--- src/rtl/lpt_pkg.sv ---
package lpt_pkg;
    localparam int NUM_CMP  = 2;
    localparam int FLAG_W   = NUM_CMP + 1;
    localparam int WRAP_BIT = NUM_CMP;

    typedef enum logic [1:0] {
        ST_IDLE  = 2'd0,
        ST_RUN   = 2'd1,
        ST_PAUSE = 2'd2
    } run_state_e;
endpackage

--- src/rtl/lpt_run_fsm.sv ---
module lpt_run_fsm
    import lpt_pkg::*;
(
    input  logic clk,
    input  logic rst_n,
    input  logic run_en,
    input  logic dbg_halt,
    input  logic run_in_halt,
    output logic adv,
    output logic zero
);
    run_state_e state_q, state_d;
    logic       pause_req;

    assign pause_req = dbg_halt && !run_in_halt;

    // state register
    always_ff @(posedge clk or negedge rst_n) begin
        if (!rst_n) state_q <= ST_IDLE;
        else        state_q <= state_d;
    end

    // next state and outputs
    always_comb begin
        state_d = state_q;
        adv     = 1'b0;
        zero    = 1'b0;
        unique case (state_q)
            ST_IDLE: begin
                zero = 1'b1;
                if (run_en) state_d = ST_RUN;       // arm
            end
            ST_RUN, ST_PAUSE: begin
                if (!run_en) begin
                    zero    = 1'b1;
                    state_d = ST_IDLE;              // disarm
                end else if (pause_req) begin
                    state_d = ST_PAUSE;             // halt
                end else begin
                    adv     = 1'b1;
                    state_d = ST_RUN;               // resume / keep running
                end
            end
            default: begin
                zero    = 1'b1;
                state_d = ST_IDLE;
            end
        endcase
    end

    // a low enable always lands the machine in idle
    assert_off_to_idle_R3: assert property (@(posedge clk) disable iff (!rst_n)
        !run_en |=> state_q == ST_IDLE);
endmodule

--- src/rtl/lpt_count_core.sv ---
module lpt_count_core #(
    parameter int CNT_W = 24
) (
    input  logic             clk,
    input  logic             rst_n,
    input  logic             adv,
    input  logic             zero,
    input  logic             wrap_at_a,
    input  logic [CNT_W-1:0] top_val,
    output logic [CNT_W-1:0] count,
    output logic [CNT_W-1:0] nxt_cnt,
    output logic             wrap_evt
);
    localparam logic [CNT_W-1:0] FULL = {CNT_W{1'b1}};
    localparam logic [CNT_W-1:0] ONE  = CNT_W'(1);

    logic at_wrap;

    assign at_wrap  = (wrap_at_a && (count == top_val)) || (count == FULL);
    assign nxt_cnt  = at_wrap ? '0 : count + ONE;
    assign wrap_evt = adv && at_wrap;

    always_ff @(posedge clk or negedge rst_n) begin
        if (!rst_n)    count <= '0;
        else if (zero) count <= '0;
        else if (adv)  count <= nxt_cnt;
    end

    assert_zero_when_off_R3: assert property (@(posedge clk) disable iff (!rst_n)
        zero |=> count == '0);
    assert_step_by_one_R2: assert property (@(posedge clk) disable iff (!rst_n)
        (adv && !wrap_evt) |=> (count - $past(count)) == ONE);
    assert_wrap_to_zero_R4: assert property (@(posedge clk) disable iff (!rst_n)
        wrap_evt |=> count == '0);
    assert_hold_when_paused_R7: assert property (@(posedge clk) disable iff (!rst_n)
        (!adv && !zero) |=> $stable(count));
endmodule

--- src/rtl/lpt_event_flags.sv ---
module lpt_event_flags
    import lpt_pkg::*;
#(
    parameter int CNT_W = 24
) (
    input  logic              clk,
    input  logic              rst_n,
    input  logic              adv,
    input  logic              wrap_evt,
    input  logic [CNT_W-1:0]  nxt_cnt,
    input  logic [CNT_W-1:0]  cmp_vals [NUM_CMP],
    input  logic [FLAG_W-1:0] flag_clr,
    input  logic [FLAG_W-1:0] irq_mask,
    output logic [FLAG_W-1:0] flags,
    output logic              irq
);
    logic [FLAG_W-1:0] set_vec;

    for (genvar i = 0; i < NUM_CMP; i++) begin : g_hit
        assign set_vec[i] = adv && (nxt_cnt == cmp_vals[i]);
    end
    assign set_vec[WRAP_BIT] = wrap_evt;

    always_ff @(posedge clk or negedge rst_n) begin
        if (!rst_n) flags <= '0;
        else        flags <= (flags & ~flag_clr) | set_vec;
    end

    assign irq = |(flags & irq_mask);

    for (genvar j = 0; j < FLAG_W; j++) begin : g_chk
        // a flag only rises after its own event
        assert_flag_source_R6: assert property (@(posedge clk) disable iff (!rst_n)
            $rose(flags[j]) |-> $past(set_vec[j]));
        // a clear with no competing event empties the flag
        assert_clear_takes_R8: assert property (@(posedge clk) disable iff (!rst_n)
            (flag_clr[j] && !set_vec[j]) |=> !flags[j]);
    end
endmodule

--- src/rtl/lp_tick_counter.sv ---
module lp_tick_counter
    import lpt_pkg::*;
#(
    parameter int CNT_W = 24
) (
    input  logic             clk_lf,
    input  logic             rst_n,
    input  logic             run_en,
    input  logic             wrap_at_a,
    input  logic             run_in_halt,
    input  logic             dbg_halt,
    input  logic [CNT_W-1:0] cmp_a,
    input  logic [CNT_W-1:0] cmp_b,
    input  logic [2:0]       irq_mask,
    input  logic [2:0]       flag_clr,
    output logic [CNT_W-1:0] count,
    output logic [2:0]       flags,
    output logic             irq
);
    logic             adv, zero, wrap_evt;
    logic [CNT_W-1:0] nxt_cnt;
    logic [CNT_W-1:0] cmp_vals [NUM_CMP];

    assign cmp_vals[0] = cmp_a;
    assign cmp_vals[1] = cmp_b;

    lpt_run_fsm u_fsm (
        .clk         (clk_lf),
        .rst_n       (rst_n),
        .run_en      (run_en),
        .dbg_halt    (dbg_halt),
        .run_in_halt (run_in_halt),
        .adv         (adv),
        .zero        (zero)
    );

    lpt_count_core #(.CNT_W(CNT_W)) u_core (
        .clk       (clk_lf),
        .rst_n     (rst_n),
        .adv       (adv),
        .zero      (zero),
        .wrap_at_a (wrap_at_a),
        .top_val   (cmp_a),
        .count     (count),
        .nxt_cnt   (nxt_cnt),
        .wrap_evt  (wrap_evt)
    );

    lpt_event_flags #(.CNT_W(CNT_W)) u_flags (
        .clk      (clk_lf),
        .rst_n    (rst_n),
        .adv      (adv),
        .wrap_evt (wrap_evt),
        .nxt_cnt  (nxt_cnt),
        .cmp_vals (cmp_vals),
        .flag_clr (flag_clr),
        .irq_mask (irq_mask),
        .flags    (flags),
        .irq      (irq)
    );
endmodule

--- config.mk ---
export PLATFORM = sky130hd
export DESIGN_NAME = lp_tick_counter
export DESIGN_NICKNAME = d
export VERILOG_FILES = /design/src/rtl/lpt_pkg.sv /design/src/rtl/lpt_run_fsm.sv /design/src/rtl/lpt_count_core.sv /design/src/rtl/lpt_event_flags.sv /design/src/rtl/lp_tick_counter.sv
export SDC_FILE = /design/constraint.sdc
export NUM_CORES = 1
export LEC_CHECK = 0
export BUFFER_PORTS_ARGS = -buffer_cell sky130_fd_sc_hd__buf_2
export CORE_MARGIN = 1
export CORE_UTILIZATION = 49
export CTS_CLUSTER_SIZE = 40
export DETAILED_ROUTE_END_ITERATION = 10
export PLACE_DENSITY_LB_ADDON = 0.05
export SLEW_MARGIN = 20
export SYNTH_ARGS = -nofsm -noshare
export SYNTH_HDL_FRONTEND = slang
export SYNTH_SLANG_ARGS = --single-unit
--- constraint.sdc ---
create_clock -name clk_lf -period 2.74 [get_ports clk_lf]
set_input_delay 0.274 -clock clk_lf [delete_from_list [all_inputs] [get_ports clk_lf]]
set_output_delay 0.274 -clock clk_lf [all_outputs]
set_load 0.05 [all_outputs]
# Word-level counts from Yosys, hierarchy flattened
# Index checks and enable logic that the tools add are counted.
# totals
out_inout_bits	28
ff_bits	29
in_bits	60
# classes
mux	12
n_reduce_logical	11
n_eq_ne	7
bitwise	4
add_sub_neg	1
# ops
op	count
equality test 24 bit	3
two-way mux 24 bit	3
adder 24 x 1 -> 24 bit, second input constant	1
equality test 24 bit, second input constant	1
AND 3 bit	2
two-way mux 2 bit	3
logical AND 1 bit	5
two-way mux 1 bit	5
one-hot mux 2 bit (2 select lines)	1
inverter 3 bit	1
bitwise OR 3 bit	1
OR reduction 3 bit	1
equality test 2 x 1 -> 1 bit, second input constant	1
equality test 2 bit, second input constant	1
zero test 2 bit	1
!= test 2 bit, second input constant	1
nonzero test 2 bit	1
OR reduction 2 bit	1
zero test 1 bit	1
logical OR 1 bit	1

# Longest topological paths before layout
# Gate-level depths: netlist of run 1.
# depth
word_depth	7
depth_mapped	12
mapped_depth_nobuf	9

# Hierarchy
# Synthesis of run 1 repeated with hierarchy kept, for this count alone.
# unflattened
hier_cells	353
hier_area_um2	2976.6
# by_module_without_submodules
module	area_per_inst_um2	seq_area_each_um2	n_inst	cells_per_inst
lpt_count_core	2178.3	600.6	1	260
lpt_event_flags	651.9	75.1	1	77
lpt_run_fsm	146.4	50.0	1	16

# Worst setup path after synthesis of run 1
# No wires, ideal clock.
# synth_timing
kind	register -> register
start	register u_core.count[1]
end	register u_flags.flags[0]
arrival_ps	3094
stages_incl_launch_ff	11
path_slack_ps	-450
path_buffers	1
t_required_ps	2645
synth_period_minus_slack_ps	3190
cell_sequence	dfrtp_1 > ha_1 > nand4_1 > or3_1 > or3_1 > clkbuf_1 > a2111oi_0 > a31oi_1 > o2bb2ai_1 > o221ai_1 > o32ai_2
# synth_between
elab_chain_cells	7
# synth_lines
item	line_no	source
start: declaration	lpt_count_core.sv:10	output logic [CNT_W-1:0] count,
start signal: assignment	lpt_count_core.sv:26	else if (adv) count <= nxt_cnt;
parallel branches: the longest is 3 deep, another holds adder 24 x 1 -> 24 bit	n/a	
two-way mux 24 bit *	lpt_count_core.sv:20	assign nxt_cnt = at_wrap ? '0 : count + ONE;
equality test 24 bit *	lpt_event_flags.sv:20	assign set_vec[i] = adv && (nxt_cnt == cmp_vals[i]);
logical AND 1 bit *	lpt_event_flags.sv:20	
bitwise OR 3 bit *	lpt_event_flags.sv:26	else flags <= (flags & ~flag_clr) | set_vec;
end signal: assignment	lpt_event_flags.sv:26	
end: declaration	lpt_event_flags.sv:14	output logic [FLAG_W-1:0] flags,
# Mark *: on every way between the ends.
# A chain may end at the register's enable or synchronous reset.

# Final worst setup path of run 1
# layout_timing
start	register u_core.count[6]
end	register u_flags.flags[0]
# Same word-level chain as after synthesis.

==> results of run 1 <==
-- what timing repair did --
item,CTS,global route
endpoints found under the setup margin,2,16
resized for setup,19,13
setup buffers,4,12
pin swaps,13,15
-- logic make-up (layout without fill, tap and decap cells) --
logic type | Yosys count | count (layout)
flops | 29 | 29
mux | 1 | 1
buf+inv | 46 | 214
simple gates | 170 | 170
xor+xnor | 54 | 54
compound gates | 130 | 130
fa+ha+maj | 3 | 3
-- cells in the mapped netlist, types with 4 or more instances --
cell	instances	share of area
a31oi_1	4	0.0074
or3_1	7	0.013
nor2_1	31	0.035
a21o_1	7	0.016
buf_2	17	0.025
nand2b_1	7	0.013
o21ai_0	33	0.049
o211ai_1	6	0.013
and4_1	4	0.010
dfrtp_1	29	0.22
nand3_1	16	0.024
nor4_1	4	0.0074
inv_1	16	0.018
nand2_1	31	0.035
clkbuf_1	12	0.013
o221ai_1	4	0.010
a211oi_1	9	0.020
or4_1	7	0.016
nand4_1	16	0.030
a21oi_1	16	0.024
o31ai_1	8	0.018
xnor2_1	40	0.10
and3_1	11	0.020
o21a_1	4	0.0089
xor2_1	11	0.029
nor3_1	10	0.015
o22ai_1	7	0.013
-- registers in the layout (all words and copies together) (netlist names) --
register and count:
u_flags.flags 3, u_core.count 24, u_fsm.state_q 2
-- metal layers --
metal	vias to the layer above	GRT usage	routed length [um]
met5	-	0	0
met4	0	0.134	587
met3	53	0.0661	1570
met2	336	0.606	6270
met1	2032	0.528	5590
li1	1962	-	-
-- stage by stage --
step	hold slack (ns)	util	setup TNS, ns	worst slack [ns]
finish	0.0486	0.759	-0.0273	-0.0273
global route	0.0974	0.759	-0.341	-0.118
CTS	0.0742	0.734	-0.00914	-0.00914
detailed placement	0.376	0.696	-0.269	-0.166
global placement	0.356	0.696	-0.209	-0.161
floorplan	-0.0216	-	-0.169	-0.0904
-- how the worst max path moves through the flow --
| stage | start | to | slack [ns] | cells after the start |
|---|---|---|---|---|
| floorplan | u_core.count[0] | u_flags.flags[0] | -0.09 | 9 |
| global placement | u_core.count[1] | u_flags.flags[0] | -0.16 | 10 |
| CTS | u_core.count[11] | u_flags.flags[0] | -0.009 | 8 |
| global route | u_core.count[6] | u_flags.flags[0] | -0.12 | 9 |
| detailed placement | u_core.count[1] | u_flags.flags[0] | -0.17 | 10 |
| finish | u_core.count[6] | u_flags.flags[0] | -0.03 | 9 |
-- final cells by class --
type                    count  area (um^2)  area share
well taps                  77         96.3      0.0196
clock inverters             1         5.00     0.00102
flip-flops and latches     29          751       0.152
repair buffers            190         1240       0.252
inverters                  16         60.1      0.0122
multi-input cells         358         2680       0.543
clock buffers               7         96.3      0.0196
-- report_power, final --
part | switching, W | leakage [nW] | internal, W
clock | 0.000188 | 0.0542 | 0.000227
sequential | 0.0000158 | 0.369 | 0.000445
combinational | 0.000323 | 1.73 | 0.000249
==> flow_results.org, run 1 <==
** Drt
- ANT nets after route :: 0
- Summed over all layers, the routed wires come to ~14 mm.
- After detailed routing, the average wire length per cell comes to 20.7 um.
- Summing over every cut layer, the via total after detailed routing is 4383.
- 1st-iter DRT viols :: 545
- The pre-antenna-repair detailed-routing pass consisted of 9 iterations.
- In the routed layout, each cell is associated on average with a via count of 6.46.
- DR DRC count :: 9

** Timing
- In the finished design, the share of the clock period the worst path needs comes to 1.01.
- Setup repair after global routing could not meet its margin everywhere.
- Maximum clock frequency :: 361 MHz
- Min setup slack post-route :: -0.0273 ns
- Clock period minus final worst setup slack :: 2.77 ns
- For the pin with the worst max-slew slack, the measured transition is ~0.74 ns.
- Worst-case headroom to the max-slew limit :: 0.506
- Across the routed clock network, the largest skew measured is 0.00865 ns.
- Number of hold-slack violations in the final timing report :: 0
- Final Max Tran Viols :: 0
- Setup violations remaining at the end of the flow were counted as 1.

** CTS
- TritonCTS built the clock tree.
- In this run, CTS created clock tree buffers numbering 5.
- Maximum clock path buffer count :: 2
- The clock net in this run drives a total of 29 sinks.
- Cell at the root of the clock tree :: clkbuf_8
- Hold-fix buffers, CTS :: 0
- CTS H-tree lvls :: 2
- After clock tree synthesis, the clock-pin slew on the worst setup and hold paths is 0.08 ns.
- Clock latency on the worst-skew pair, taken at its later pin, is 0.29 ns.

** Floorplan
- In this run the core area contains 29 standard-cell rows.
- Placeable core region :: 0.00649 mm^2
- Die Width :: 84.9 um
- Height of the die :: 84.9 um
- Die footprint :: 0.00721 mm^2
- Effective utilization at floorplan :: 0.519
- For this design the top-level I/O count stands at 88.

** Worst setup path
- Of all nets on the critical path, the largest fanout is 7.
- Slowest stage delay, CP :: roughly 0.5 ns
- The worst setup path is captured at a flip-flop.
- Among the stages of the critical path, the cell type that occurs most often is nand4_1.
- In this run the critical register-to-register path is captured at u_flags.flags[0].
- Reg2Reg Setup Slack :: -0.03 ns
- The cell family contributing the most delay on the critical path is simple AND/OR/NAND/NOR gates.
- Worst setup path class :: flip-flop to flip-flop
- Walking the worst path, the cells encountered are nand4_1, nor4_4, buf_4, xnor2_4, a221o_1, a211oi_2, nand4_1, or4_4, o32ai_2.
- Worst Path Buf+Inv :: 1
- The worst setup path is launched from a flip-flop.
- Data required time of the critical path :: 2.94 ns
- Critical-path top delay cell :: or4_4
- For the worst flop-to-flop path, the logic depth is 9.
- The startpoint identified for the worst register-to-register timing path is u_core.count[6].
- Data arrives at the worst endpoint at between 2 and 3 ns.

** Synth
- Counting distinct cell types in the post-synthesis netlist gives 64.
- Among all flip-flop cells after synthesis, the most frequent one is dfrtp_1.
- Counting flops with a built-in enable in the synthesized netlist gives 0.
- Summed instance area of the synthesized netlist :: 0.00337 mm^2
- Of the post-synthesis cell area, the part taken by muxes is 0.00297.
- Yosys printed 0 warnings.
- Synth Register Bits :: 29
- Cells after Synth :: 433
- XOR/XNOR share of the synthesized area :: 0.153
- Fraction of synthesis flops using an asynchronous set or reset pin :: 1.00
- Share of synthesized cell area in and, or, nand and nor gates :: 0.286
- Synthesized area per cell :: 7.78 um^2
- By area, the combinational part of the netlist is dominated by simple AND/OR/NAND/NOR gates.
- The share of the Yosys chip area taken by registers is 0.215.
- Net count of the mapped netlist :: 496
- The fraction of the mapped netlist area in compound gates came to 0.272.
- Fraction of the mapped netlist area in adder cells :: 0.0111

** Final layout
- # fillers :: 497
- Area added between synthesis and finish :: 46.2%
- Leaving out fill and tap cells, the most frequent cell in the layout is buf_4.
- Post-route non-filler standard cell count :: 678
- Net count reported at finish :: between 600 and 700
- The finished cells cover 0.00493 mm^2.
- Number of antenna diodes :: 0
- Of the cells placed in the final design, the portion with a size suffix greater than 1 is 0.429.
- Highest-count cells in the layout ignoring fill and taps :: 99 x buf_4, 87 x buf_2, 38 x xnor2_1

** Power and ir drop
- The analysis attributes to cell leakage a power of 2.16 nW.
- Power per cell area :: around 290 mW/mm^2
- Total design power :: 0.00145 W
- Across the VDD grid, the largest voltage drop is 0.000329 V.

** Global route
- The via count of the first global-routing pass is 3984.
- Total congestion overflow :: 0
- Antenna violations before repair :: 0
- Global router's overall resource usage :: 0.383
- Largest net degree at the start of global routing :: 30
- Global-route wire length before repair :: 21.1 mm

** Placed design
- Including well taps, the total number of placed cells is about 650.
- Post-detailed-placement cell area :: 0.00452 mm^2
- The congestion estimate from routability-driven global placement came to 1.05.
- Once detailed placement completed, the half-perimeter wirelength came to ~11 mm.
- Input and output buffers added on the ports amount to 87.

** Outcome
- Outcome :: complete, but fails checks
- Failing checks :: DRC, setup timing

** Flow run
- Across the run, the number of max-cap violations was 0.

** Min path
- In this run the worst hold path is classified as input pin to async pin.
Note: power is estimated with default switching activity, not from simulation.
==> run 2, diff against run 1 <==
ABC_AREA = 1   (was unset)
==> run 2 against run 1 <==
  * Critical endpoint is now u_flags.flags[1]
  * Largest cell class unchanged
  * Cell area down 22%
  * Sequential share of layout area increased by 3.6 points
  * Via count down 13%
  * Cell count up 4.9%
  * Highest routed layer unchanged
  * Area after synthesis fell by 5.9%
  * Largest power group unchanged
  * Clock-buffer cell count did not move
  * The flow now finishes without violations
==> flow_results.org, run 2 <==
** Worst setup path
- Data required time of the critical path :: 2.97 ns
- R2r worst-path depth :: 18
- Together, buffers and inverters on the worst path number 2.
- The worst setup path is captured at a flip-flop.
- Worst setup path class :: flip-flop to flip-flop
- For this run, the slowest stage of the critical path takes 0.42 ns.
- Critical-path top delay cell :: dfrtp_1
- The worst setup path is launched from a flip-flop.
- In this design, the largest share of critical-path delay is due to simple AND/OR/NAND/NOR gates.
- Total number of cells along the worst setup path :: 18
- Walking the worst path, the cells encountered are ha_2, nand3_2, inv_1, nand2_1, nor2_2, nand2_2, nor2_4, nand2_8, buf_12, nand3_2, nand2_1, nand2_1, nand2_1, nor2_1, nand2_1, nor2_1, nand2_1, nand2_1.
- At the worst endpoint, the arrival time is around 2.7 ns.
- In this design, the critical path's most frequently occurring cell is nand2_1.
- Of all nets on the critical path, the largest fanout is 20.

** Synth
- Predominant post-synthesis flop cell :: dfrtp_1
- Number of warnings reported in the yosys synthesis log :: 0
- Summed instance area of the synthesized netlist :: 0.00317 mm^2
- Of the post-synthesis cell area, the dominant cell type holds 0.229.
- Synth area leaders :: dfrtp_1 23%, nand2_1 21%, inv_1 12%
- Cell taking the most area after synthesis :: dfrtp_1
- In the synthesized netlist, the cells that appear most often are 180 x nand2_1, 98 x inv_1, 56 x nor2_1, 35 x nand3_1, 34 x nand4_1.
- Synthesis handed over a netlist of 547 instances.
- The average instance in the mapped netlist occupies ~5.8 um^2.
- Number of flops mapped to enable cells by yosys :: 0
- Yosys instantiated no cell more often than nand2_1.
- Synth Register Bits :: 29
- After synthesis, the netlist uses 26 different library cells.
- Counting flops with an async set or reset pin after synthesis yields a share of 1.00.
- Synthesis produced a netlist with a net count of 610.
- Sequential cell area fraction in the yosys report :: 0.229

** Drt
- Using the TritonRoute via totals, the vias-per-cell ratio works out to 5.37.
- Via count :: 3818
- After detailed routing, the average wire length per cell comes to 14.2 um.
- For this run, the detailed router's first-pass iteration total came to 5.
- The detailed router finished its first iteration with 193 violations.
- The routed design has 10.1 mm of wire.
- DR DRC count :: 0
- In this run the remaining antenna-violating nets after routing total 0.

** Global route
- Antenna violations before repair :: 0
- The total overflow left after global routing is 0.
- Via count of the first global-routing pass :: 3317
- In the global route stage, overall resource usage came out at 0.313.
- Entering global routing, the biggest net connects 40 pins.
- Global-route wire length before repair :: 15.9 mm

** CTS
- Maximum clock path buffer count :: 2
- TritonCTS built the clock tree.
- Clock sink total :: 29
- The cell sitting at the root of the clock tree is a clkbuf_8.
- Clock-pin slew was measured on the worst setup and hold paths at 0.07 ns.
- Hold-fix buffers, CTS :: 0
- Number of buffers inserted during clock tree synthesis :: 5
- The H-tree generated during clock tree synthesis spans 2 levels.
- Worst-skew pair later-pin latency :: 0.29 ns

** Final layout
- The net count of the finished layout is 698.
- In the layout the commonest cells are 180 x nand2_1, 98 x inv_1, 87 x buf_2.
- For this run, the share of the core covered by cells in the final layout is 0.631.
- Number of antenna diodes :: 0
- Post-route non-filler standard cell count :: 711
- After routing the design area is 0.00384 mm^2.
- Most frequent standard cell in the layout excluding fill and tap cells :: nand2_1
- Biggest registers after layout :: u_core.count (24), u_flags.flags (3), u_fsm.state_q (2)
- Register bank with the most flops :: u_core.count
- Of the cells placed in the final design, the portion with a size suffix greater than 1 is 0.200.
- The area growth from synthesis to layout is 21.3%.
- The register with the most flip-flops in the layout has 24 of them.

** Placed design
- Detailed Place HPWL :: between 7 and 8 mm
- The count of buffers added on input and output ports is 87.
- In this run the cell area measured after placement is 0.00370 mm^2.
- OpenSTA, run right after detailed placement, puts the worst setup slack at 0.229 ns.
- Final GP Congestion :: 0.906
- Placed insts :: 701

** Min path
- The min-delay analysis places its worst path in the category input pin to async pin.

** Floorplan
- Placeable core region :: 0.00610 mm^2
- The die covers ~0.007 mm^2.
- Die Width :: roughly 82 um
- I/O pins :: between 80 and 90
- The floorplan step set the die height to 82.4 um.
- Effective utilization at floorplan :: 0.520
- The floorplan has 28 rows.

** Outcome
- The flow ran to the end, and the final reports show no timing, DRC or antenna violations.

** Timing
- Maximum clock frequency :: 399 MHz
- Clock period minus final worst setup slack :: 2.50 ns
- After routing, the total negative slack on setup checks comes to 0 ns.
- Min setup slack post-route :: 0.236 ns
- Final Max Tran Viols :: 0
- Endpoints failing setup :: 0
- Worst-case headroom to the max-slew limit :: 0.516
- Maximum clock skew at final layout :: 0.00771 ns
- Number of hold-slack violations in the final timing report :: 0
- Slew at the pin closest to its max-slew limit :: 0.726 ns
- Post-route fraction of the period consumed by the critical path :: 0.914

** Power and ir drop
- Worst ir drop on vdd :: 0.000464 V
- Power per cell area :: 381 mW/mm^2
- Leakage power figure :: between 2 and 2.5 nW

** Flow run
- Max-cap violations in this run came to 0.
-- run 2: worst paths after layout --
check,from,endpoint,slack (ns)
setup reg to reg,u_core.count[1],u_flags.flags[1],0.24
hold reg to reg,u_flags.flags[1],u_flags.flags[1],0.51
setup / recovery,u_core.count[1],u_flags.flags[1],0.24
max in group asynchronous,rst_n,u_core.count[18],2.24
min in group clk_lf,flag_clr[2],u_flags.flags[2],0.17
hold / removal,rst_n,u_core.count[8],0.03
-- run 2: metrics by stage --
step	power (W)	hold WS [ns]
2_1_floorplan	0.000828	-0.0216
3_3_place_gp	0.00104	0.377
3_5_place_dp	0.00105	0.375
4_1_cts	0.00146	0.0583
5_1_grt	0.00156	0.0924
6_report	0.00147	0.0342
-- run 2: worst reg2reg max path, cell delays in order (launching register included) --
cell	delay, ns
dfrtp_1	0.42
ha_2	0.24
nand3_2	0.10
inv_1	0.08
nand2_1	0.09
nor2_2	0.14
nand2_2	0.11
nor2_4	0.16
nand2_8	0.14
buf_12	0.22
nand3_2	0.10
nand2_1	0.05
nand2_1	0.05
nand2_1	0.06
nor2_1	0.18
nand2_1	0.10
nor2_1	0.10
nand2_1	0.07
nand2_1	0.05
-- run 2: power breakdown --
part           internal (W)  switching (W)  leakage [nW]
Combinational      0.000196       0.000391          1.69
Sequential         0.000453      0.0000167         0.402
Clock              0.000227       0.000182        0.0542
-- run 2: cell type report --
type / instances / area, um^2
Fill cell: 625 / 2250
Multi-Input combinational cell: 404 / 2020
Sequential cell: 29 / 726
Timing Repair Buffer: 97 / 541
Inverter: 98 / 368
Clock buffer: 7 / 96.3
Tap cell: 75 / 93.8
Clock inverter: 1 / 5.00
-- run 2: what timing repair did --
item,in CTS,in global routing
setup endpoints to repair,0,2
setup buffers,0,1
gates resized for setup,0,3
-- run 2: cell families after synthesis --
logic type | count (synthesis) | synth area share
flip-flops | 29 | 0.229
AND/OR/NAND/NOR | 326 | 0.459
adder cells (fa/ha/maj) | 3 | 0.0118
XOR/XNOR | 26 | 0.0718
AO/OA/AOI/OAI | 49 | 0.0872
buffers and inverters | 114 | 0.141
-- run 2: layer usage --
metal / wire length (um) / global-route usage / vias up / part of all wire
met5: 0 / 0 / - / 0
met4: 272 / 0.128 / 0 / 0.027
met3: 839 / 0.0407 / 22 / 0.083
met2: 4580 / 0.502 / 181 / 0.45
met1: 4420 / 0.421 / 1710 / 0.44
li1: - / - / 1905 / -
